`src/rtl/scl_timer_pkg.sv`:
```
package scl_timer_pkg;

    typedef enum logic [1:0] {
        ST_IDLE  = 2'd0,
        ST_RUN   = 2'd1,
        ST_HOLD  = 2'd2,
        ST_SETUP = 2'd3
    } scl_state_e;

    localparam int DEF_BAUD_W  = 16;
    localparam int DEF_SETUP_W = 8;
    localparam int SLOT_W      = 2;

    // any non-standard speed code uses the three-slot period
    function automatic logic speed_is_fast(input logic [1:0] speed);
        return |speed;
    endfunction

    // index of the single high slot in a period
    function automatic logic [SLOT_W-1:0] high_slot(input logic fast);
        return fast ? SLOT_W'(2) : SLOT_W'(1);
    endfunction

endpackage

```
`src/rtl/scl_slot_counter.sv`:
```
module scl_slot_counter #(
    parameter int BAUD_W = 16
) (
    input  logic              clk,
    input  logic              rst,
    input  logic              en,
    input  logic              clr,
    input  logic [BAUD_W-1:0] baud,
    output logic              slot_end
);
    logic [BAUD_W-1:0] cnt;

    assign slot_end = (cnt == BAUD_W'(baud - 1'b1));

    always_ff @(posedge clk) begin
        if (rst || clr) begin
            cnt <= '0;
        end else if (en) begin
            cnt <= slot_end ? '0 : cnt + 1'b1;
        end
    end
endmodule

```
`src/rtl/scl_setup_delay.sv`:
```
module scl_setup_delay #(
    parameter int SETUP_W = 8
) (
    input  logic               clk,
    input  logic               rst,
    input  logic               start,
    input  logic [SETUP_W-1:0] len,
    output logic               done
);
    logic               busy;
    logic [SETUP_W-1:0] cnt;

    always_comb begin
        if (start) begin
            done = (len == '0);
        end else begin
            done = busy && (cnt == SETUP_W'(len - 1'b1));
        end
    end

    always_ff @(posedge clk) begin
        if (rst) begin
            busy <= 1'b0;
            cnt  <= '0;
        end else if (start) begin
            busy <= (len != '0);
            cnt  <= '0;
        end else if (busy) begin
            if (done) begin
                busy <= 1'b0;
            end else begin
                cnt <= cnt + 1'b1;
            end
        end
    end
endmodule

```
`src/rtl/scl_cfg_shadow.sv`:
```
module scl_cfg_shadow #(
    parameter int BAUD_W  = 16,
    parameter int SETUP_W = 8
) (
    input  logic               clk,
    input  logic               rst,
    input  logic               load,
    input  logic [BAUD_W-1:0]  in_baud,
    input  logic               in_fast,
    input  logic [SETUP_W-1:0] in_setup,
    output logic [BAUD_W-1:0]  act_baud,
    output logic               act_fast,
    output logic [SETUP_W-1:0] act_setup
);
    always_ff @(posedge clk) begin
        if (rst) begin
            act_baud  <= '0;
            act_fast  <= 1'b0;
            act_setup <= '0;
        end else if (load) begin
            act_baud  <= in_baud;
            act_fast  <= in_fast;
            act_setup <= in_setup;
        end
    end
endmodule

```
`src/rtl/scl_rate_timer.sv`:
```
module scl_rate_timer
    import scl_timer_pkg::*;
#(
    parameter int BAUD_W  = DEF_BAUD_W,
    parameter int SETUP_W = DEF_SETUP_W
) (
    input  logic               clk,
    input  logic               rst,
    input  logic [1:0]         cfg_speed,
    input  logic [BAUD_W-1:0]  cfg_baud,
    input  logic [SETUP_W-1:0] cfg_setup,
    input  logic               scl_in,
    output logic               scl_low,
    output logic               tick_fall,
    output logic               tick_rise,
    output logic               setup_done
);
    scl_state_e        st;
    logic [SLOT_W-1:0] slot;
    logic [BAUD_W-1:0] act_baud;
    logic              act_fast;
    logic [SETUP_W-1:0] act_setup;
    logic              slot_end;
    logic              in_high;
    logic              hold_now;
    logic              run_en;
    logic              boundary;
    logic              load;
    logic              sd_start;
    logic              sd_done;

    always_comb begin
        in_high  = (slot == high_slot(act_fast));
        hold_now = (st == ST_RUN) && in_high && !scl_in;
        run_en   = (st == ST_RUN) && !hold_now;
        boundary = run_en && slot_end && in_high;
        load     = ((st == ST_IDLE) && (cfg_baud != '0) && scl_in)
                || (boundary && (cfg_baud != '0));
        sd_start = (st == ST_HOLD) && scl_in;
    end

    scl_cfg_shadow #(.BAUD_W(BAUD_W), .SETUP_W(SETUP_W)) u_shadow (
        .clk       (clk),
        .rst       (rst),
        .load      (load),
        .in_baud   (cfg_baud),
        .in_fast   (speed_is_fast(cfg_speed)),
        .in_setup  (cfg_setup),
        .act_baud  (act_baud),
        .act_fast  (act_fast),
        .act_setup (act_setup)
    );

    scl_slot_counter #(.BAUD_W(BAUD_W)) u_slot_cnt (
        .clk      (clk),
        .rst      (rst),
        .en       (run_en),
        .clr      (load),
        .baud     (act_baud),
        .slot_end (slot_end)
    );

    scl_setup_delay #(.SETUP_W(SETUP_W)) u_setup (
        .clk   (clk),
        .rst   (rst),
        .start (sd_start),
        .len   (act_setup),
        .done  (sd_done)
    );

    always_ff @(posedge clk) begin
        if (rst) begin
            st         <= ST_IDLE;
            slot       <= '0;
            scl_low    <= 1'b0;
            tick_fall  <= 1'b0;
            tick_rise  <= 1'b0;
            setup_done <= 1'b0;
        end else begin
            tick_fall  <= 1'b0;
            tick_rise  <= 1'b0;
            setup_done <= 1'b0;
            case (st)
                ST_IDLE: begin
                    if (load) begin
                        st        <= ST_RUN;
                        slot      <= '0;
                        scl_low   <= 1'b1;
                        tick_fall <= 1'b1;
                    end
                end
                ST_RUN: begin
                    if (hold_now) begin
                        st <= ST_HOLD;
                    end else if (slot_end) begin
                        if (in_high) begin
                            slot <= '0;
                            if (load) begin
                                scl_low   <= 1'b1;
                                tick_fall <= 1'b1;
                            end else begin
                                st      <= ST_IDLE;
                                scl_low <= 1'b0;
                            end
                        end else begin
                            slot <= slot + 1'b1;
                            if (SLOT_W'(slot + 1'b1) == high_slot(act_fast)) begin
                                scl_low   <= 1'b0;
                                tick_rise <= 1'b1;
                            end
                        end
                    end
                end
                ST_HOLD: begin
                    if (sd_start) begin
                        if (sd_done) begin
                            st         <= ST_RUN;
                            setup_done <= 1'b1;
                        end else begin
                            st <= ST_SETUP;
                        end
                    end
                end
                ST_SETUP: begin
                    if (sd_done) begin
                        st         <= ST_RUN;
                        setup_done <= 1'b1;
                    end
                end
                default: st <= ST_IDLE;
            endcase
        end
    end
endmodule

```
`config.mk`:
```
export PLATFORM = sky130hd
export DESIGN_NAME = scl_rate_timer
export DESIGN_NICKNAME = d
export VERILOG_FILES = /design/src/rtl/scl_timer_pkg.sv /design/src/rtl/scl_slot_counter.sv /design/src/rtl/scl_setup_delay.sv /design/src/rtl/scl_cfg_shadow.sv /design/src/rtl/scl_rate_timer.sv
export SDC_FILE = /design/constraint.sdc
export NUM_CORES = 1
export LEC_CHECK = 0
export ABC_AREA = 1
export BUFFER_PORTS_ARGS = -buffer_cell sky130_fd_sc_hd__buf_2
export CORE_ASPECT_RATIO = 1.4
export CORE_MARGIN = 5
export CORE_UTILIZATION = 40
export CTS_CLUSTER_DIAMETER = 80
export CTS_CLUSTER_SIZE = 24
export DETAILED_ROUTE_END_ITERATION = 16
export GPL_ROUTABILITY_DRIVEN = 0
export GPL_TIMING_DRIVEN = 0
export SLEW_MARGIN = 20
export SYNTH_ARGS = -nofsm -noshare
export SYNTH_HDL_FRONTEND = slang
export SYNTH_HIERARCHICAL = 1
export SYNTH_SLANG_ARGS = --single-unit
```
`constraint.sdc`:
```
create_clock -name clk -period 7.5 [get_ports clk]
set_clock_uncertainty 0.2 [all_clocks]
set_input_delay 0.75 -clock clk [delete_from_list [all_inputs] [get_ports clk]]
set_output_delay 0.75 -clock clk [all_outputs]
set_load 0.05 [all_outputs]
```
==> results of run 1 <==
==> cells in the mapped netlist <==
master / number / area, sq um
nand3_1: 39 / 195.2
nand2_1: 189 / 709.4
or2_2: 5 / 31.28
buf_2: 1 / 5.000
nand4_1: 8 / 50.05
nor2_2: 4 / 25.02
nand2_2: 4 / 25.02
nand3b_1: 6 / 45.04
inv_1: 81 / 304.0
nand3_4: 1 / 17.52
ha_1: 10 / 125.1
nor3b_1: 1 / 7.510
o21ai_1: 1 / 5.000
and2_1: 2 / 12.51
a211oi_1: 1 / 7.510
inv_2: 4 / 15.01
nand3_2: 3 / 30.03
nor4_1: 1 / 6.260
dfxtp_1: 58 / 1161
nor2_1: 128 / 480.5
o22ai_1: 1 / 6.260
buf_6: 9 / 101.4
clkbuf_2: 1 / 5.000
o21ai_0: 8 / 40.04
xnor2_1: 11 / 96.34
inv_4: 1 / 6.260
o211ai_1: 1 / 7.510
o21bai_2: 1 / 11.26
nand2_4: 4 / 45.04
a21oi_1: 23 / 115.1
nand4_2: 1 / 12.51
nor2_4: 5 / 56.30
xor2_1: 25 / 219.0
nor3_1: 6 / 30.03
buf_4: 1 / 7.510
==> worst reg2reg max path: stages, from the launching register on <==
cell,delay (ns)
dfxtp_1,0.34
inv_1,0.12
ha_1,0.27
nand3_1,0.18
nor2_4,0.25
nand3_2,0.10
nand2_1,0.09
nand3_1,0.08
nor3b_1,0.20
nand3_1,0.10
nor2_1,0.37
nand4_2,0.16
nand2_2,0.11
nand2_4,0.08
inv_2,0.09
nor2_1,0.13
inv_1,0.22
nor2_1,0.08
nand3_1,0.09
inv_1,0.04
==> power by group <==
group	internal (mW)	switching, mW	total, mW
Clock	0.366	0.141	0.507
Sequential	0.360	0.0584	0.418
Combinational	0.262	0.444	0.706
Total	0.988	0.643	1.63
==> layout make-up <==
type | instances | area, sq um | area share [%]
sequential | 58 | 1161 | 24.63
timing repair buffer | 32 | 160.2 | 3.397
multi-input combinational | 489 | 2412 | 51.17
clock inverter | 5 | 125.1 | 2.654
inverter | 86 | 325.3 | 6.900
buffer | 12 | 118.9 | 2.521
tap | 135 | 168.9 | 3.583
clock buffer | 11 | 242.7 | 5.149
==> through the flow <==
stage	util [%]	hold WS, ns
after detailed placement	43.91	0.2713
after CTS	47.62	0.2809
after floorplan	-	0.2487
after global routing	47.62	0.3227
after global placement	43.91	0.2669
final	47.62	0.2786
==> final timing paths <==
kind / start / to / slack, ns
worst min-delay path: u_shadow/act_setup[1]$_SDFFE_PP0P_ / u_shadow/act_setup[1]$_SDFFE_PP0P_ / 0.28
worst max-delay path: u_shadow/act_baud[0]$_SDFFE_PP0P_ / u_slot_cnt/cnt[12]$_SDFFE_PP0P_ / 4.11
worst min register to register: u_shadow/act_setup[1]$_SDFFE_PP0P_ / u_shadow/act_setup[1]$_SDFFE_PP0P_ / 0.28
worst max register to register: u_shadow/act_baud[0]$_SDFFE_PP0P_ / u_slot_cnt/cnt[12]$_SDFFE_PP0P_ / 4.11
==> state kept, by name, indices dropped and copies added, names as in the netlist <==
| name | flops |
|---|---|
| u_shadow/act_baud | 16 |
| scl_low | 1 |
| setup_done | 1 |
| slot | 2 |
| tick_rise | 1 |
| st | 2 |
| tick_fall | 1 |
| u_shadow/act_setup | 8 |
| u_shadow/act_fast | 1 |
| u_slot_cnt/cnt | 16 |
| u_setup/cnt | 8 |
| u_setup/busy | 1 |
==> cell families (layout without fill, tap and decap cells) <==
kind of cell / after synthesis / in the layout / synth area share, %
DFF: 58 / 58 / 28.90
buffers and inverters: 98 / 146 / 11.06
adders and majority gates: 10 / 10 / 3.114
xor gates and xnor gates: 36 / 36 / 7.848
AOI/OAI and AO/OA: 36 / 36 / 4.796
and+or+nand+nor: 407 / 407 / 44.29
==> per-layer routing <==
metal / global-route usage, % / vias to the layer above
met4: 9.431 / 0
met2: 32.31 / 73
met5: 0 / -
li1: - / 2069
met3: 3.392 / 27
met1: 17.98 / 1764
==> impl_results.md, run 1 <==
* Status: finished, final reports clean
* First-pass GRT wire length at 16680 microns
* Pre-Repair DR Iteration Count at 4
* Worst vdd rail ir drop at 194.2 uV
* Routed wl met3 at 284 microns
* Die Area at 12180 sq um
* Power per standard cell area at 346.0 nW/um^2
* Crit-path most repeated cell: nand3_1
* WHS Path Cells at 2
* Pleak at 2.380 nW
* Yosys cell types at 35
* Most frequent cells in the layout: nand2_1 (189), nor2_1 (128), inv_1 (81), dfxtp_1 (58), nand3_1 (39)
* Vias in the first global route at 3849
* Worst setup margin at 4.113 ns
* Core area at 9899 sq um
* Row count at 43
* Total GRT Usage at 17.40%
* # resized after CTS at 0
* TritonCTS buffer count at 9
* Drt wl/cell at 11.73 microns
* # Post-CTS Setup Buffers at 0
* Dpl hpwl at 7825 microns
* Max cap viols at 0
* Met1 wire length at 3914 microns
* Width of the chip at 94.70 microns
* Initial drt markers at 115
* Maximum buffer depth of the clock tree at 2
* Slew Limit Headroom at 65.56%
* H-tree Lvls at 3
* Via/cell ratio at 4.750
* Crit Path Class: reg2reg
* Final Hold Vio Count at 0
* Worst Path Arrival at 3.41 ns
* Fin Setup TNS at 0 ns
* Hold-fix buffers, CTS at 0
* Synthesized area at 4018 sq um
* Layout Cells excl Fill at 828
* Startpoint Class: flop
* Syn-to-layout area delta at 17.35%
* Metal2 WL at 5139 microns
* Slew @ Worst Pin at 0.5147 ns
* IO Port Bufs at 32
* Synth Instances at 645
* Nets@finish at 727
* Hold crit path type: reg2reg
* TritonCTS clock tree: done
* Crit-path max FO at 8
* Power, Total at 1.631 mW
* Kind of cell adding the most delay to the critical path: simple AND/OR/NAND/NOR gates
* Max-slew violations at 0
* Clk Tree Root Cell: clkbuf_16
* Fmax at 295.3 MHz
* Pre-CTS setup slack at 4.100 ns
* Design area at 4715 sq um
* Unrepaired setup endpoints after global routing: no
* Yosys Warn Count at 6
* Placed Instances at 812
* Top Layer Used: met4
* Via count at 3933
* Worst-path clk slew at 0.05 ns
* DR DRC count at 0
* Post-Syn Area per Cell at 6.229 sq um
* Fin crit share at 45.16%
* Worst EP required at 7.52 ns
* Largest net degree at the start of global routing at 11
* Seq/Total Area, Yosys at 28.90%
* Synthesized Nets at 684
* Antenna diode count at 0
* Remaining global-route overflow at 0
* Seq cells post-synth at 58
* Slowest library cell on the worst path: nor2_1
* Total wire length at 9715 microns
* Critical Path Stages at 19
* DP Area at 4347 sq um
* Die H at 128.6 microns
* ANT nets after route at 0
* Initial antenna violation count at 0
* Reg2Reg Depth at 19
* CP Cell Sequence: inv_1 > ha_1 > nand3_1 > nor2_4 > nand3_2 > nand2_1 > nand3_1 > nor3b_1 > nand3_1 > nor2_1 > nand4_2 > nand2_2 > nand2_4 > inv_2 > nor2_1 > inv_1 > nor2_1 > nand3_1 > inv_1
* Critical path capture point type: flop
* Starting Density at 40.58%
* Worst-Skew Late Latency at 0.33 ns
* Clk sink count at 58
* Final Critical Period at 3.387 ns
* Worst path buffer plus inverter count at 4
* I/O Pins at 33
* Layout cell share with drive strength beyond 1 at 13.28%
* Biggest cell delay along the critical path at 0.37 ns
* Commonest non-fill, non-tap cell in the layout: nand2_1
* Final setup vio count at 0
* FILL cells at 1035
Note: power is estimated with default switching activity, not from simulation.
==> inputs of run 2 (changes only) <==
clock period = 3.5 ns   (was 7.5 ns; I/O delays follow)
==> run 2 against run 1 <==
Global-route usage unchanged; hold slack got worse by 0.17 ns; combinational power increased by 120%; maximum frequency increased by 7.0%; largest power group unchanged.
==> impl_results.md, run 2 (same netlist as run 1, synthesis figures left out) <==
* First-pass GRT wire length at 16680 microns
* Pre-Repair DR Iteration Count at 5
* Nets@finish at 727
* Crit Path Class: reg2reg
* Slew @ Worst Pin at 0.3870 ns
* H-tree Lvls at 3
* Most frequent cells in the layout: nand2_1 (189), nor2_1 (126), inv_1 (81), dfxtp_1 (58), nand3_1 (39)
* Initial drt markers at 111
* Power per standard cell area at 740.7 nW/um^2
* Status: finished, final reports clean
* FILL cells at 1034
* Slew Limit Headroom at 73.96%
* Vias in the first global route at 3849
* Remaining global-route overflow at 0
* Hold-fix buffers, CTS at 0
* Critical path capture point type: flop
* Die H at 128.6 microns
* DR DRC count at 0
* Drt wl/cell at 11.72 microns
* Initial antenna violation count at 0
* Maximum buffer depth of the clock tree at 2
* DP Area at 4347 sq um
* Worst Path Arrival at 3.24 ns
* Pleak at 2.380 nW
* ANT nets after route at 0
* Worst EP required at 3.57 ns
* Clk Tree Root Cell: clkbuf_16
* Startpoint Class: flop
* Final Hold Vio Count at 0
* Design area at 4725 sq um
* Final setup vio count at 0
* I/O Pins at 33
* Unrepaired setup endpoints after global routing: no
* Antenna diode count at 0
* Fin crit share at 90.42%
* Fmax at 316.0 MHz
* IO Port Bufs at 32
* Via/cell ratio at 4.746
* Worst vdd rail ir drop at 416.1 uV
* Regs by FF count: u_shadow/act_baud (16), u_slot_cnt/cnt (16)
* Fin Setup TNS at 0 ns
* Commonest non-fill, non-tap cell in the layout: nand2_1
* Core area at 9899 sq um
* Die Area at 12180 sq um
* Hold crit path type: in2reg
* Final Critical Period at 3.165 ns
* Total GRT Usage at 17.40%
* Via count at 3930
* TritonCTS clock tree: done
* Starting Density at 40.58%
* TritonCTS buffer count at 9
* Max-slew violations at 0
* Width of the chip at 94.70 microns
* Layout cell share with drive strength beyond 1 at 13.56%
* Dpl hpwl at 7825 microns
* Worst-path clk slew at 0.05 ns
* Syn-to-layout area delta at 17.60%
* Crit-path max FO at 6
* Total wire length at 9702 microns
* Clk sink count at 58
* Max cap viols at 0
* Row count at 43
* Worst-Skew Late Latency at 0.33 ns
* Largest net degree at the start of global routing at 11
-- run 2: critical path, cell delays in order, from the launching register on --
cell and delay (ns):
dfxtp_1 0.34, inv_1 0.12, ha_1 0.27, nand3_1 0.16
nor2_1 0.26, xor2_1 0.21, nor2_1 0.07, nand2_1 0.07
nor2_1 0.04, nand3_1 0.11, nor2_4 0.07, nand4_2 0.09
nand2_2 0.07, nand2_4 0.10, inv_2 0.07, nor2_2 0.29
inv_1 0.21, nor3_1 0.22, nand2_1 0.08, inv_1 0.05
-- run 2: report_power, final --
group	switching (mW)	leakage, nW	internal, mW	total [mW]
clock	0.302	0.180	0.785	1.09
sequential	0.125	0.474	0.772	0.896
combinational	0.954	1.73	0.563	1.52
-- run 2: cell type report --
type | count | area, sq um | area share [%]
Tap cell | 135 | 168.9 | 3.575
Multi-Input combinational cell | 489 | 2422 | 51.27
Clock buffer | 11 | 242.7 | 5.138
Timing Repair Buffer | 32 | 160.2 | 3.390
Inverter | 86 | 325.3 | 6.886
Clock inverter | 5 | 125.1 | 2.648
Buffer | 12 | 118.9 | 2.516
Sequential cell | 58 | 1161 | 24.58
-- run 2: what timing repair did --
item                                    CTS  global route
endpoints found under the setup margin    0            39
buffers inserted                          0             0
gates resized for setup                   0             3
-- run 2: path summary, 6_finish.rpt --
| kind | start | endpoint | slack (ns) | cells past startpoint |
|---|---|---|---|---|
| setup / recovery | u_shadow/act_baud[0]$_SDFFE_PP0P_ | u_slot_cnt/cnt[2]$_SDFFE_PP0P_ | 0.34 | 19 |
| hold / removal | rst | tick_fall$_SDFF_PP0_ | 0.11 | 2 |
| setup reg to reg | u_shadow/act_baud[0]$_SDFFE_PP0P_ | u_slot_cnt/cnt[2]$_SDFFE_PP0P_ | 0.34 | 19 |
| hold reg to reg | u_shadow/act_setup[1]$_SDFFE_PP0P_ | u_shadow/act_setup[1]$_SDFFE_PP0P_ | 0.28 | 2 |
-- run 2: stage by stage --
stage          setup WS [ns]  power (mW)  std cells  hold WS, ns  utilization (%)
2_1_floorplan         0.8220       2.106        645       0.2224                -
3_3_place_gp          0.1677       2.391        812       0.2669            43.91
3_5_place_dp          0.1002       2.423        812       0.2713            43.91
4_1_cts              0.09261       3.533        828      0.09459            47.62
5_1_grt              0.05650       3.808        828       0.1231            47.73
6_report              0.3354       3.500        828       0.1067            47.73
-- run 2: per-layer routing --
layer | track usage, % | routed length [microns]
met3 | 3.392 | 334
met5 | 0 | 0
met4 | 9.431 | 376
met1 | 17.98 | 3850
met2 | 32.31 | 5140
==> inputs of run 3 (changes only) <==
BUFFER_PORTS_ARGS = unset   (was -buffer_cell sky130_fd_sc_hd__buf_2)
DONT_BUFFER_PORTS = 1   (was unset)
GPL_TIMING_DRIVEN = 1   (was 0)
==> run 3 against run 2 <==
Die area unchanged; total power decreased by 7.3%; first-iteration DRC count increased by 54%; highest routed layer unchanged; sequential share of layout area increased by 1.5 points; worst setup slack improved by 0.040 ns; sequential power increased by 3.7%; flip-flop and latch count unchanged; combinational power decreased by 9%; maximum frequency increased by 1.3%; core utilization decreased by 2.8 points.
==> impl_results.md, run 3 (same netlist as run 1, synthesis figures left out) <==
* Status: finished, final reports clean
* I/O Pins at 33
* Worst-Skew Late Latency at 0.33 ns
* CP Cell Sequence: inv_1 > ha_1 > nand3_1 > nor2_4 > nand3_2 > nand2_1 > nand3_1 > nor3b_1 > nand3_1 > nor2_1 > nand4_2 > nand2_2 > nand2_4 > inv_2 > buf_4 > nand2_1 > nand2_1 > nor2_1
* Fmax at 320.0 MHz
* RR Startpoint: u_shadow/act_baud[0]$_SDFFE_PP0P_
* Crit-path max FO at 32
* Drt wl/cell at 11.75 microns
* Worst vdd rail ir drop at 656.6 uV
* Critical path startpoint: u_shadow/act_baud[0]$_SDFFE_PP0P_
* Slew Limit Headroom at 65.34%
* Hold Crit Start: cfg_baud[2]
* Hold crit path type: in2reg
* Via/cell ratio at 4.685
* Fin crit share at 89.27%
* Most frequent cells in the layout: nand2_1 (189), nor2_1 (128), inv_1 (81), dfxtp_1 (58), nand3_1 (39)
* First-pass GRT wire length at 15930 microns
* Clk sink count at 58
* Final Critical Period at 3.125 ns
* Die H at 128.6 microns
* Worst-path clk slew at 0.05 ns
* Slowest library cell on the worst path: dfxtp_1
* ANT nets after route at 0
* Startpoint Class: flop
* Max-slew violations at 0
* Clk Tree Root Cell: clkbuf_16
* Max cap viols at 0
* Slew @ Worst Pin at 0.5192 ns
* Row count at 43
* Fin Setup TNS at 0 ns
* Worst EP required at 3.52 ns
* Worst path buffer plus inverter count at 3
* DP Area at 4098 sq um
* Largest net degree at the start of global routing at 33
* Width of the chip at 94.70 microns
* Maximum buffer depth of the clock tree at 2
* Total GRT Usage at 16.25%
* Die Area at 12180 sq um
* Layout cell share with drive strength beyond 1 at 7.927%
* Pleak at 2.188 nW
* Vias in the first global route at 3616
* Regs by FF count: u_shadow/act_baud (16), u_slot_cnt/cnt (16)
* Syn-to-layout area delta at 10.71%
* Total wire length at 9298 microns
* Remaining global-route overflow at 0
* Critical path capture point type: flop
* Core area at 9899 sq um
* Nets@finish at 690
* Worst setup margin at 0.3755 ns
* Initial antenna violation count at 0
* Via count at 3706
* Starting Density at 40.58%
* Pre-Repair DR Iteration Count at 6
* Final Hold Vio Count at 0
* Antenna diode count at 0
* Design area at 4448 sq um
* Dpl hpwl at 7326 microns
* Final setup vio count at 0
* DR DRC count at 0
* IO Port Bufs at 0
* Commonest non-fill, non-tap cell in the layout: nand2_1
* Pre-CTS setup slack at 0.3993 ns
* Unrepaired setup endpoints after global routing: no
* TritonCTS clock tree: done
* TritonCTS buffer count at 9
* Crit Path Class: reg2reg
* Worst Path Arrival at 3.15 ns
* Final Util at 44.93%
* Kind of cell adding the most delay to the critical path: simple AND/OR/NAND/NOR gates
* H-tree Lvls at 3
* Biggest cell delay along the critical path at 0.34 ns
* Initial drt markers at 171
* Power per standard cell area at 729.7 nW/um^2
## run 3: layer usage
layer	vias up	GRT usage (%)	share of wire (%)	routed length (microns)
li1	1992	-	-	-
met5	-	0	0	0
met3	20	4.620	3.9	362
met2	61	29.36	52	4813
met1	1633	17.27	42	3903
met4	0	7.222	2.3	218
## run 3: cell type report
cell class,count,area [sq um]
clock inverter,5,77.57
tap,135,168.9
inverter,86,325.3
clock buffer,11,242.7
multi-input combinational,489,2412
fill,1024,5451
timing repair buffer,7,60.06
sequential,58,1161
## run 3: stage by stage
| stage | hold slack, ns | std cells | power (mW) |
|---|---|---|---|
| floorplan | 0.2224 | 645 | 2.106 |
| global placement | 0.2333 | 772 | 2.305 |
| detailed placement | 0.2322 | 772 | 2.322 |
| CTS | 0.001474 | 791 | 3.279 |
| global route | 0.02288 | 791 | 3.517 |
| finish | 0.01413 | 791 | 3.246 |
## run 3: final timing paths
path	endpoint	slack, ns	depth (start not counted)
setup / recovery	u_shadow/act_setup[2]$_SDFFE_PP0P_	0.38	18
hold / removal	u_shadow/act_baud[2]$_SDFFE_PP0P_	0.01	4
setup reg to reg	u_shadow/act_setup[2]$_SDFFE_PP0P_	0.38	18
hold reg to reg	u_shadow/act_setup[1]$_SDFFE_PP0P_	0.27	2
## run 3: worst reg2reg max path, delay by kind of cell, from the launching register on
family	cells	cell delay, ns
simple gates	14	1.78
buf+inv	3	0.48
flops	1	0.34
fa+ha+maj	1	0.25
## run 3: repair_timing
item | in CTS | in global routing
hold buffers | 3 | 0
hold endpoints to repair | 5 | 0
buffers inserted | 0 | 0
resized for setup | 0 | 0
## run 3: power breakdown
group | switching, mW | leakage [nW] | internal, mW
clock | 0.292 | 0.156 | 0.639
combinational | 0.885 | 1.56 | 0.501
sequential | 0.158 | 0.474 | 0.772
total | 1.33 | 2.19 | 1.91
